`src/rtl/sreg_pkg.sv`:
```
package sreg_pkg;

  localparam int ADDR_W    = 7;
  localparam int DATA_W    = 8;
  localparam int NUM_REGS  = 20;
  localparam int RO_INDEX  = 19;
  localparam int RST_ADDR  = 96;
  localparam int LEVEL_IDX = 15;
  localparam int FREQ_IDX  = 16;

  function automatic logic [DATA_W-1:0] reg_default(input int idx);
    logic [DATA_W-1:0] v;
    case (idx)
      LEVEL_IDX: v = DATA_W'(8'h5F);
      FREQ_IDX:  v = DATA_W'(8'h07);
      default:   v = '0;
    endcase
    return v;
  endfunction

endpackage

```
`src/rtl/sreg_sync.sv`:
```
module sreg_sync #(
  parameter int                WIDTH   = 3,
  parameter int                STAGES  = 2,
  parameter logic [WIDTH-1:0]  RST_VAL = '0
) (
  input  logic             clk,
  input  logic             rst_n,
  input  logic [WIDTH-1:0] async_in,
  output logic [WIDTH-1:0] sync_out
);

  for (genvar b = 0; b < WIDTH; b++) begin : g_bit
    logic [STAGES-1:0] chain_q;
    logic [STAGES-1:0] chain_d;

    always_comb begin
      chain_d = {chain_q[STAGES-2:0], async_in[b]};
    end

    always_ff @(posedge clk or negedge rst_n) begin
      if (!rst_n) chain_q <= {STAGES{RST_VAL[b]}};
      else        chain_q <= chain_d;
    end

    assign sync_out[b] = chain_q[STAGES-1];
  end

endmodule

```
`src/rtl/sreg_frame.sv`:
```
module sreg_frame #(
  parameter int ADDR_W = 7,
  parameter int DATA_W = 8
) (
  input  logic              clk,
  input  logic              rst_n,
  input  logic              csn_s,
  input  logic              sclk_s,
  input  logic              mosi_s,
  input  logic [DATA_W-1:0] rd_data,
  output logic [ADDR_W-1:0] rd_addr,
  output logic              wr_req,
  output logic [ADDR_W-1:0] wr_addr,
  output logic [DATA_W-1:0] wr_data,
  output logic              miso,
  output logic              miso_oe
);

  localparam int FRAME_LEN = ADDR_W + 1 + DATA_W;
  localparam int CNT_W     = $clog2(FRAME_LEN + 1);
  localparam logic [CNT_W-1:0] CNT_DIR  = CNT_W'(ADDR_W);
  localparam logic [CNT_W-1:0] CNT_DATA = CNT_W'(ADDR_W + 1);
  localparam logic [CNT_W-1:0] CNT_LAST = CNT_W'(FRAME_LEN - 1);
  localparam logic [CNT_W-1:0] CNT_FULL = CNT_W'(FRAME_LEN);

  logic                 sclk_d_q;
  logic                 rise, fall;
  logic [CNT_W-1:0]     cnt_q, cnt_d;
  logic [FRAME_LEN-1:0] sh_q, sh_d;
  logic                 dir_q, dir_d;
  logic [DATA_W-1:0]    tx_q, tx_d;
  logic                 oe_q, oe_d;
  logic                 wr_q, wr_d;

  assign rise = sclk_s & ~sclk_d_q;
  assign fall = ~sclk_s & sclk_d_q;

  always_comb begin
    cnt_d = cnt_q;
    sh_d  = sh_q;
    dir_d = dir_q;
    tx_d  = tx_q;
    oe_d  = oe_q;
    wr_d  = 1'b0;
    if (csn_s) begin
      cnt_d = '0;
      dir_d = 1'b1;
      oe_d  = 1'b0;
    end else begin
      if (rise && (cnt_q < CNT_FULL)) begin
        sh_d  = {sh_q[FRAME_LEN-2:0], mosi_s};
        cnt_d = cnt_q + 1'b1;
        if (cnt_q == CNT_DIR) begin
          dir_d = mosi_s;
          tx_d  = rd_data;
        end
        if ((cnt_q == CNT_LAST) && dir_q) wr_d = 1'b1;
      end
      if (fall) begin
        if (!oe_q && !dir_q && (cnt_q == CNT_DATA)) begin
          oe_d = 1'b1;
        end else if (oe_q) begin
          if (cnt_q == CNT_FULL) oe_d = 1'b0;
          else                   tx_d = {tx_q[DATA_W-2:0], 1'b0};
        end
      end
    end
  end

  always_ff @(posedge clk or negedge rst_n) begin
    if (!rst_n) begin
      sclk_d_q <= 1'b0;
      cnt_q    <= '0;
      sh_q     <= '0;
      dir_q    <= 1'b1;
      tx_q     <= '0;
      oe_q     <= 1'b0;
      wr_q     <= 1'b0;
    end else begin
      sclk_d_q <= sclk_s;
      cnt_q    <= cnt_d;
      sh_q     <= sh_d;
      dir_q    <= dir_d;
      tx_q     <= tx_d;
      oe_q     <= oe_d;
      wr_q     <= wr_d;
    end
  end

  assign rd_addr = sh_q[ADDR_W-1:0];
  assign wr_req  = wr_q;
  assign wr_addr = sh_q[FRAME_LEN-1 -: ADDR_W];
  assign wr_data = sh_q[DATA_W-1:0];
  assign miso    = tx_q[DATA_W-1];
  assign miso_oe = oe_q;

  AST_OE_ONLY_IN_READ: assert property (@(posedge clk) disable iff (!rst_n)
    oe_q |-> !dir_q);
  AST_OE_DROPS_ON_DESELECT: assert property (@(posedge clk) disable iff (!rst_n)
    csn_s |=> !oe_q);
  AST_WR_ONE_CYCLE: assert property (@(posedge clk) disable iff (!rst_n)
    wr_q |=> !wr_q);
  AST_WR_NEEDS_FULL_FRAME: assert property (@(posedge clk) disable iff (!rst_n)
    wr_q |-> (cnt_q == CNT_FULL));

endmodule

```
`src/rtl/sreg_bank.sv`:
```
module sreg_bank #(
  parameter int ADDR_W   = 7,
  parameter int DATA_W   = 8,
  parameter int NUM_REGS = 20,
  parameter int RO_INDEX = 19,
  parameter int RST_ADDR = 96
) (
  input  logic                       clk,
  input  logic                       rst_n,
  input  logic                       wr_req,
  input  logic [ADDR_W-1:0]          wr_addr,
  input  logic [DATA_W-1:0]          wr_data,
  input  logic [ADDR_W-1:0]          rd_addr,
  input  logic [DATA_W-1:0]          meas_val,
  output logic [DATA_W-1:0]          rd_data,
  output logic [NUM_REGS*DATA_W-1:0] bank_flat,
  output logic                       wr_stb,
  output logic [ADDR_W-1:0]          wr_stb_addr,
  output logic [DATA_W-1:0]          wr_stb_data,
  output logic                       soft_rst
);

  localparam logic [ADDR_W-1:0] A_RST  = ADDR_W'(RST_ADDR);
  localparam logic [ADDR_W-1:0] A_RO   = ADDR_W'(RO_INDEX);
  localparam logic [ADDR_W-1:0] A_LIMIT = ADDR_W'(NUM_REGS);

  logic              soft_hit;
  logic              stb_d;
  logic              stb_q;
  logic [ADDR_W-1:0] stb_addr_q;
  logic [DATA_W-1:0] stb_data_q;
  logic              soft_q;

  assign soft_hit = wr_req && (wr_addr == A_RST);
  assign stb_d    = wr_req && (wr_addr < A_LIMIT) && (wr_addr != A_RO);

  for (genvar i = 0; i < NUM_REGS; i++) begin : g_slot
    localparam logic [DATA_W-1:0] DEF = sreg_pkg::reg_default(i);
    if (i == RO_INDEX) begin : g_ro
      assign bank_flat[i*DATA_W +: DATA_W] = meas_val;
    end else begin : g_rw
      logic              hit;
      logic              en;
      logic [DATA_W-1:0] val_q, val_d;

      assign hit = wr_req && (wr_addr == ADDR_W'(i));
      assign en  = hit || soft_hit;

      always_comb begin
        val_d = val_q;
        if (soft_hit) val_d = DEF;
        else if (hit) val_d = wr_data;
      end

      always_ff @(posedge clk or negedge rst_n) begin
        if (!rst_n)  val_q <= DEF;
        else if (en) val_q <= val_d;
      end

      assign bank_flat[i*DATA_W +: DATA_W] = val_q;

      AST_STROBE_MATCHES_SLOT: assert property (@(posedge clk) disable iff (!rst_n)
        (stb_q && (stb_addr_q == ADDR_W'(i))) |-> (val_q == stb_data_q));
      AST_SOFT_GIVES_DEFAULT: assert property (@(posedge clk) disable iff (!rst_n)
        soft_q |-> (val_q == DEF));
    end
  end

  always_comb begin
    rd_data = '0;
    for (int k = 0; k < NUM_REGS; k++) begin
      if (rd_addr == ADDR_W'(k)) rd_data = bank_flat[k*DATA_W +: DATA_W];
    end
  end

  always_ff @(posedge clk or negedge rst_n) begin
    if (!rst_n) begin
      stb_q      <= 1'b0;
      stb_addr_q <= '0;
      stb_data_q <= '0;
      soft_q     <= 1'b0;
    end else begin
      stb_q  <= stb_d;
      soft_q <= soft_hit;
      if (stb_d) begin
        stb_addr_q <= wr_addr;
        stb_data_q <= wr_data;
      end
    end
  end

  assign wr_stb      = stb_q;
  assign wr_stb_addr = stb_addr_q;
  assign wr_stb_data = stb_data_q;
  assign soft_rst    = soft_q;

  AST_STROBE_LEGAL_ADDR: assert property (@(posedge clk) disable iff (!rst_n)
    stb_q |-> ((stb_addr_q < A_LIMIT) && (stb_addr_q != A_RO)));
  AST_SOFT_NOT_STROBED: assert property (@(posedge clk) disable iff (!rst_n)
    soft_q |-> !stb_q);

endmodule

```
`src/rtl/sreg_spi_slave.sv`:
```
module sreg_spi_slave #(
  parameter int ADDR_W      = sreg_pkg::ADDR_W,
  parameter int DATA_W      = sreg_pkg::DATA_W,
  parameter int NUM_REGS    = sreg_pkg::NUM_REGS,
  parameter int RO_INDEX    = sreg_pkg::RO_INDEX,
  parameter int RST_ADDR    = sreg_pkg::RST_ADDR,
  parameter int SYNC_STAGES = 2
) (
  input  logic                       clk,
  input  logic                       rst_n,
  input  logic                       spi_csn,
  input  logic                       spi_clk,
  input  logic                       spi_mosi,
  output logic                       spi_miso,
  output logic                       spi_miso_oe,
  input  logic [DATA_W-1:0]          meas_val,
  output logic [NUM_REGS*DATA_W-1:0] reg_bank,
  output logic                       wr_stb,
  output logic [ADDR_W-1:0]          wr_addr,
  output logic [DATA_W-1:0]          wr_data,
  output logic                       soft_rst
);

  logic [1:0]        rst_pipe_q;
  logic              rst_core_n;
  logic [2:0]        pins_s;
  logic [ADDR_W-1:0] f_rd_addr;
  logic [DATA_W-1:0] f_rd_data;
  logic              f_wr_req;
  logic [ADDR_W-1:0] f_wr_addr;
  logic [DATA_W-1:0] f_wr_data;

  always_ff @(posedge clk or negedge rst_n) begin
    if (!rst_n) rst_pipe_q <= 2'b00;
    else        rst_pipe_q <= {rst_pipe_q[0], 1'b1};
  end
  assign rst_core_n = rst_pipe_q[1];

  sreg_sync #(
    .WIDTH   (3),
    .STAGES  (SYNC_STAGES),
    .RST_VAL (3'b100)
  ) u_sync (
    .clk      (clk),
    .rst_n    (rst_core_n),
    .async_in ({spi_csn, spi_clk, spi_mosi}),
    .sync_out (pins_s)
  );

  sreg_frame #(
    .ADDR_W (ADDR_W),
    .DATA_W (DATA_W)
  ) u_frame (
    .clk     (clk),
    .rst_n   (rst_core_n),
    .csn_s   (pins_s[2]),
    .sclk_s  (pins_s[1]),
    .mosi_s  (pins_s[0]),
    .rd_data (f_rd_data),
    .rd_addr (f_rd_addr),
    .wr_req  (f_wr_req),
    .wr_addr (f_wr_addr),
    .wr_data (f_wr_data),
    .miso    (spi_miso),
    .miso_oe (spi_miso_oe)
  );

  sreg_bank #(
    .ADDR_W   (ADDR_W),
    .DATA_W   (DATA_W),
    .NUM_REGS (NUM_REGS),
    .RO_INDEX (RO_INDEX),
    .RST_ADDR (RST_ADDR)
  ) u_bank (
    .clk         (clk),
    .rst_n       (rst_core_n),
    .wr_req      (f_wr_req),
    .wr_addr     (f_wr_addr),
    .wr_data     (f_wr_data),
    .rd_addr     (f_rd_addr),
    .meas_val    (meas_val),
    .rd_data     (f_rd_data),
    .bank_flat   (reg_bank),
    .wr_stb      (wr_stb),
    .wr_stb_addr (wr_addr),
    .wr_stb_data (wr_data),
    .soft_rst    (soft_rst)
  );

  AST_STROBE_AND_SOFT_EXCLUSIVE: assert property (@(posedge clk) disable iff (!rst_core_n)
    !(wr_stb && soft_rst));

endmodule

```
`config.mk`:
```
export PLATFORM = sky130hd
export DESIGN_NAME = sreg_spi_slave
export DESIGN_NICKNAME = d
export VERILOG_FILES = /design/src/rtl/sreg_pkg.sv /design/src/rtl/sreg_sync.sv /design/src/rtl/sreg_frame.sv /design/src/rtl/sreg_bank.sv /design/src/rtl/sreg_spi_slave.sv
export SDC_FILE = /design/constraint.sdc
export NUM_CORES = 1
export LEC_CHECK = 0
export ABC_CLOCK_PERIOD_IN_PS = 7300
export BUFFER_PORTS_ARGS = -buffer_cell sky130_fd_sc_hd__clkbuf_2
export CAP_MARGIN = 20
export CORE_ASPECT_RATIO = 1.75
export CORE_MARGIN = 2
export CORE_UTILIZATION = 30
export DETAILED_ROUTE_END_ITERATION = 6
export GPL_ROUTABILITY_DRIVEN = 0
export PLACE_DENSITY = 0.56
export RECOVER_POWER = 50
export SYNTH_ARGS = -nofsm -noshare
export SYNTH_HDL_FRONTEND = slang
export SYNTH_SLANG_ARGS = --single-unit
export TNS_END_PERCENT = 10
```
`constraint.sdc`:
```
create_clock -name clk -period 7.3 [get_ports clk]
set_clock_uncertainty 0.15 [all_clocks]
set_input_delay 2.19 -clock clk [delete_from_list [all_inputs] [get_ports clk]]
set_output_delay 2.19 -clock clk [all_outputs]
set_load 0.02 [all_outputs]
```
==> impl_metrics.py, run 1 <==
metrics = {
    "timing": {
        "tightest_slew_ns": 2.97,
        "finalSetupViolations": 0,
        "worst_slack_ns": 2.40,
        "fin_setup_tns_ns": 0,
        "finalCriticalPeriod_ns": 4.90,
        "worst_hold_slack_ns": 0.195,
        "fin_crit_sh": 0.672,
        "max-slew-margin-rel": -0.989,
        "hold_viol": 0,
        "rsz0062_at_grt": "no",
        "slew_violations": 208,
        "max_clock_freq_mhz": 204,
    },
    "setup_path": {
        "worstSetupEndpoint": "u_bank.g_slot[10].g_rw.val_q[2]",
        "cpPeakStageDelay_ns": 2.22,
        "path_buf_inv": 2,
        "setup.worst_path.end_class": "flop",
        "cp_cell_sequence": "nor2_1 > nand3_1 > clkinvlp_2 > buf_4 > a21oi_1",
        "critPathMaxFanout": 79,
        "startpoint": "u_frame.sh_q[9]",
        "cp.depth": 5,
        "crit_type": "reg -> reg",
        "r2r-start": "u_frame.sh_q[9]",
        "required_ns": 7.59,
        "r2r_cells": 5,
        "crit_family": "buffers and inverters",
        "r2r_slack_ns": 2.40,
        "r2r-end": "u_bank.g_slot[10].g_rw.val_q[2]",
        "cpMaxStageDelayCell": "clkinvlp_2",
        "start_kind": "flop",
        "worstPathArrival_ns": 5.19,
    },
    "clock_tree": {
        "clkTransAtPathRegs_ns": 0.06,
        "cts_tree": "built",
        "postCtsHoldBufs": 0,
        "clkLatencyLatePin_ns": 0.53,
        "cts.sinks": 210,
        "numCtsBuffers": 22,
        "htreeDepth": 1,
        "cts_setup_buffers": 0,
        "root_buffer": "clkbuf_16",
        "clockBufferDepth": 3,
        "cts_resized": 0,
    },
    "die": {
        "die_area_mm2": 0.0370,
        "initial_core_util": 0.303,
        "core_mm2": 0.0351,
        "die_h_um": 253,
        "die_w_um": 146,
        "std_cell_rows": 91,
        "io_pins": 192,
    },
    "status": {
        "failed_checks": "max-capacitance violations, max-slew violations",
        "outcome": "finished, violations left",
    },
    "synth": {
        "ys_seq_area_frac": 0.497,
        "yosys_most_used_dff": "dfrtp_1",
        "synth_cells": 1098,
        "synth_top_area_cell": "dfrtp_1",
        "async_reset_ff_frac": 1.00,
        "synthTopCellsByArea": "dfrtp_1, mux2i_1, a21oi_1",
        "synth_edf_count": 0,
        "yosysWarnings": 0,
        "syn_area_per_cell_um2": 9.66,
        "synth_top_area_share": 0.467,
        "syn_nets": 1114,
        "synth_area_mm2": 0.0106,
        "netlist-cell-type-count": 81,
        "ys_ff_latch": 210,
    },
    "placement": {
        "placed_area_mm2": 0.0119,
        "port_buffers": 191,
        "pre_cts_slack_ns": 2.51,
        "dp_hpwl_mm": 29.1,
    },
    "final_layout": {
        "fill_cells": 3669,
        "final_common_cell": "dfrtp_1",
        "design_area_mm2": 0.0125,
        "fin_nets": 1247,
        "drive_gt1_frac": 0.249,
        "final_cell_mix": "dfrtp_1, clkbuf_2, nand2_1, nor2_1, a21oi_1",
        "finish.utilization": 0.356,
        "antenna-diode-count": 0,
        "area_growth_pct": 17.8,
    },
    "detailed_routing": {
        "vias_per_cell": 5.42,
        "final_antenna_net_count": 0,
        "drt_iter0_markers": 815,
        "route.detailed.drc": 0,
        "drt_pass1_iterations": 5,
        "wl_per_cell_um": 23.8,
        "vias": 9275,
        "drt_wl_total_mm": 40.8,
    },
    "grt": {
        "grt_start_max_net_pins": 112,
        "grt_pass1_vias": 9055,
        "overflow": 0,
        "antenna_found_initial": 0,
        "grt_pass1_wl_mm": 60.2,
        "track_usage": 0.215,
    },
    "min_path": {
        "hold_path_class": "reg -> reg",
    },
    "pwr": {
        "pwr_density_cell_mw_per_mm2": 238,
        "ir_worst_vdd_mv": 0.140,
        "p_leak_uw": 0.00588,
    },
    "run": {
        "max_cap_violations": 3,
    },
}
-- power breakdown --
part / switching (uW) / internal [uW] / leakage (uW)
logic: 450 / 173 / 0.00269
registers: 81.4 / 1180 / 0.00286
clock network: 493 / 593 / 0.000331
total: 1020 / 1950 / 0.00588
-- metrics by stage --
stage / std cells / power (uW)
2_1_floorplan: 1098 / 1670
3_3_place_gp: 1671 / 1890
3_5_place_dp: 1672 / 1900
4_1_cts: 1712 / 2980
5_1_grt: 1712 / 3060
6_report: 1712 / 2980
-- flip-flops by register name (all words and copies together) (netlist names) --
name and cells:
u_frame.dir_q 1, u_bank.wr_stb_data 8, u_sync.g_bit.chain_q 6, u_frame.miso_oe 1, u_frame.cnt_q 5, u_frame.sclk_d_q 1
u_frame.wr_req 1, u_frame.sh_q 16, u_bank.wr_stb 1, u_frame.tx_q 8, rst_pipe_q 2, u_bank.soft_rst 1
u_bank.g_slot.g_rw.val_q 152, u_bank.wr_stb_addr 7
-- synthesized netlist by cell type, types with 3 or more instances --
cell type,n
dfrtp_1,198
nand2_1,120
nor2_1,106
a21oi_1,102
nand3_1,94
mux2i_1,91
clkbuf_1,50
o21ai_0,37
buf_2,32
mux2_2,31
nor2b_1,18
inv_1,17
a31oi_1,14
dfstp_2,12
a211oi_1,11
buf_1,9
buf_4,9
nand2b_1,8
nor3_1,8
a32oi_1,7
and3_1,7
o211ai_1,6
o22ai_1,6
a221oi_1,5
a22o_1,5
a21o_1,4
a22oi_1,4
nand3b_1,4
nor3b_2,4
o2bb2ai_1,4
a311oi_1,3
and2_1,3
ha_1,3
mux4_2,3
nor4_1,3
o221ai_1,3
o32a_1,3
-- layout make-up --
cell class	count	area, um^2	share of cell area
clock inverter	9	65.1	0.00521
multi-input combinational	767	4780	0.383
clock buffer	31	614	0.0492
inverter	18	68.8	0.00551
timing repair buffer	212	1110	0.0888
sequential	210	5280	0.422
tap	465	582	0.0466
-- worst min-delay path by stage --
stage / startpoint / endpoint / slack [ns] / depth (start not counted)
2_1_floorplan: rst_pipe_q[0] / rst_pipe_q[1] / 0.18 / 0
3_3_place_gp: rst_pipe_q[1] / u_bank.g_slot[9].g_rw.val_q[3] / 0.12 / 0
3_5_place_dp: rst_pipe_q[1] / u_bank.g_slot[10].g_rw.val_q[4] / 0.13 / 0
4_1_cts: rst_pipe_q[1] / u_bank.g_slot[11].g_rw.val_q[7] / 0.13 / 0
5_1_grt: u_sync.g_bit[0].chain_q[0] / u_sync.g_bit[0].chain_q[1] / 0.20 / 0
6_report: u_sync.g_bit[0].chain_q[0] / u_sync.g_bit[0].chain_q[1] / 0.19 / 0
-- layer usage --
layer	GRT usage	wire length, um	part of all wire	vias up
li1	-	-	-	4153
met2	0.371	20400	0.50	400
met3	0.0292	2280	0.056	106
met1	0.253	15300	0.38	4616
met5	0	0	0	-
met4	0.130	2780	0.068	0
-- kinds of logic after synthesis --
group                    count (synthesis)  share of synthesized area
buffers and inverters                  121                     0.0515
XOR/XNOR                                 3                    0.00248
adder cells (fa/ha/maj)                  3                    0.00354
other                                    1                   0.000353
AO/OA/AOI/OAI                          234                      0.137
AND/OR/NAND/NOR                        401                      0.183
flip-flops                             210                      0.497
multiplexers                           125                      0.125
No activity file was read; power rests on OpenSTA's default activity.
==> run 2: changes to the inputs <==
- ABC_CLOCK_PERIOD_IN_PS: 7300 -> 4000
- PLACE_DENSITY: 0.56 -> 0.58
- clock period: 7.3 -> 4 ns (I/O delays scaled with it)
==> run 2 against run 1 <==
- the run still ends with max-capacitance violations, max-slew violations left
- non-clock buffer count grew 5
- combinational power is 57% higher
- critical path type unchanged
- global-route usage rose by 0.053 points
- first-iteration DRC count rose by 18%
- final area increased by 0.19%
- largest power group unchanged
- largest cell class unchanged
- routed wire length shrank 1.4%
- register-to-register slack worse by 1.6 ns
- die area unchanged
- final cell count increased by 0.18%
==> impl_metrics.py, run 2 (synthesized netlist as in run 1, its figures left out) <==
metrics = {
    "final_layout": {
        "reg_top3": "u_bank.g_slot.g_rw.val_q x152, u_frame.sh_q x16",
        "antenna-diode-count": 0,
        "multi_input_comb_area_mm2": 0.00477,
        "top_register": "u_bank.g_slot.g_rw.val_q",
        "fin_nets": 1251,
        "largest_register_ffs": 152,
        "fill_cells": 3640,
        "final_cell_mix": "dfrtp_1, clkbuf_2, nand2_1, nor2_1, a21oi_1",
        "area_growth_pct": 18.0,
        "finish.utilization": 0.357,
        "final_common_cell": "dfrtp_1",
        "drive_gt1_frac": 0.240,
        "seqCellArea_mm2": 0.00528,
    },
    "clock_tree": {
        "numCtsBuffers": 21,
        "cts_setup_buffers": 0,
        "postCtsHoldBufs": 0,
        "cts_resized": 0,
        "clkTransAtPathRegs_ns": 0.07,
        "clockBufferDepth": 3,
        "cts.sinks": 210,
        "htreeDepth": 1,
        "clkLatencyLatePin_ns": 0.53,
        "root_buffer": "clkbuf_16",
        "cts_tree": "built",
    },
    "detailed_routing": {
        "vias_per_cell": 5.42,
        "drt_pass1_iterations": 5,
        "drt_iter0_markers": 958,
        "drt_wl_total_mm": 40.2,
        "route.detailed.drc": 0,
        "wl_per_cell_um": 23.4,
        "vias": 9297,
        "final_antenna_net_count": 0,
    },
    "die": {
        "core_mm2": 0.0351,
        "die_h_um": 253,
        "io_pins": 192,
        "die_w_um": 146,
        "std_cell_rows": 91,
        "initial_core_util": 0.303,
        "die_area_mm2": 0.0370,
    },
    "pwr": {
        "p_switching_uw": 1810,
        "finalPower_uw": 5340,
        "clockPowerShare": 0.363,
        "p_leak_uw": 0.00587,
        "p_int_uw": 3520,
        "power_frac_comb": 0.184,
        "p_sw_frac": 0.340,
        "ir_worst_vdd_mv": 0.247,
        "pwr-share-seq": 0.453,
        "pwr_density_cell_mw_per_mm2": 426,
    },
    "timing": {
        "worst_hold_slack_ns": 0.195,
        "rsz0062_at_grt": "no",
        "fin_setup_tns_ns": 0,
        "slew_violations": 46,
        "fin_crit_sh": 0.796,
        "hold_viol": 0,
        "finalCriticalPeriod_ns": 3.18,
        "max_clock_freq_mhz": 314,
        "worst_slack_ns": 0.815,
        "max-slew-margin-rel": -0.361,
        "finalSetupViolations": 0,
        "tightest_slew_ns": 2.04,
    },
    "run": {
        "max_cap_violations": 1,
    },
    "setup_path": {
        "setup.worst_path.end_class": "flop",
        "crit_type": "reg -> reg",
        "required_ns": 4.24,
        "start_kind": "flop",
        "cp_cell_sequence": "nor4b_1 > clkbuf_1 > and2_1 > or2b_1 > a21oi_1 > and3_1 > a211oi_1",
        "worstPathArrival_ns": 3.43,
        "critPathMaxFanout": 21,
        "cpMaxStageDelayCell": "clkbuf_1",
        "cpPeakStageDelay_ns": 0.95,
    },
    "grt": {
        "overflow": 0,
        "grt_start_max_net_pins": 82,
        "grt_pass1_vias": 9204,
        "antenna_found_initial": 0,
        "grt_pass1_wl_mm": 60.5,
        "track_usage": 0.215,
    },
    "placement": {
        "pre_cts_slack_ns": 1.05,
        "dp_hpwl_mm": 29.0,
        "port_buffers": 191,
    },
    "status": {
        "failed_checks": "max-capacitance violations, max-slew violations",
        "outcome": "finished, violations left",
    },
    "min_path": {
        "hold_path_class": "reg -> reg",
    },
}
[run 2: cell count changes in the layout (fill, tap and decap cells not counted), sizes merged]
cell / delta
buf: +5
clkbuf: -3
inv: +1
[run 2: area by class of cell]
type,count,share of cell area
Sequential cell,210,0.421
Multi-Input combinational cell,767,0.381
Timing Repair Buffer,217,0.0937
Clock buffer,28,0.0473
Tap cell,465,0.0465
Inverter,18,0.00560
Clock inverter,10,0.00490
[run 2: power by group through the flow]
stage                     Combinational [uW]  Clock, uW  Sequential [uW]
after floorplan                          810          0             2240
after global placement                   952          0             2450
after detailed placement                 957          0             2460
after CTS                                962       1970             2410
after global routing                    1040       2050             2430
final                                    980       1940             2420
[run 2: worst paths after layout]
check	slack, ns	end	startpoint	depth (start not counted)
setup / recovery	0.82	u_frame.tx_q[2]	u_sync.g_bit[2].chain_q[1]	7
hold / removal	0.19	u_sync.g_bit[0].chain_q[1]	u_sync.g_bit[0].chain_q[0]	0
setup reg to reg	0.82	u_frame.tx_q[2]	u_sync.g_bit[2].chain_q[1]	7
hold reg to reg	0.19	u_sync.g_bit[0].chain_q[1]	u_sync.g_bit[0].chain_q[0]	0
max in group asynchronous	1.26	u_bank.g_slot[11].g_rw.val_q[3]	rst_pipe_q[1]	1
min in group asynchronous	0.29	rst_pipe_q[1]	rst_n	1
[run 2: stage by stage]
step                area, um^2  std cells
floorplan                10600       1098
global route             12500       1715
finish                   12500       1715
detailed placement       11900       1677
global placement         11900       1677
CTS                      12600       1715
[run 2: critical path: cells and delay by family, from the launching register on]
family | cells | cell delay [ns]
flip-flops | 1 | 0.53
AO/OA/AOI/OAI | 2 | 0.19
buffers and inverters | 1 | 0.95
AND/OR/NAND/NOR | 4 | 1.22
[run 2: metal layers]
| layer | track usage | vias to the layer above | part of all wire |
|---|---|---|---|
| met5 | 0 | - | 0 |
| met4 | 0.140 | 0 | 0.075 |
| met3 | 0.0290 | 111 | 0.053 |
| met2 | 0.360 | 417 | 0.49 |
| met1 | 0.261 | 4621 | 0.39 |
| li1 | - | 4148 | - |
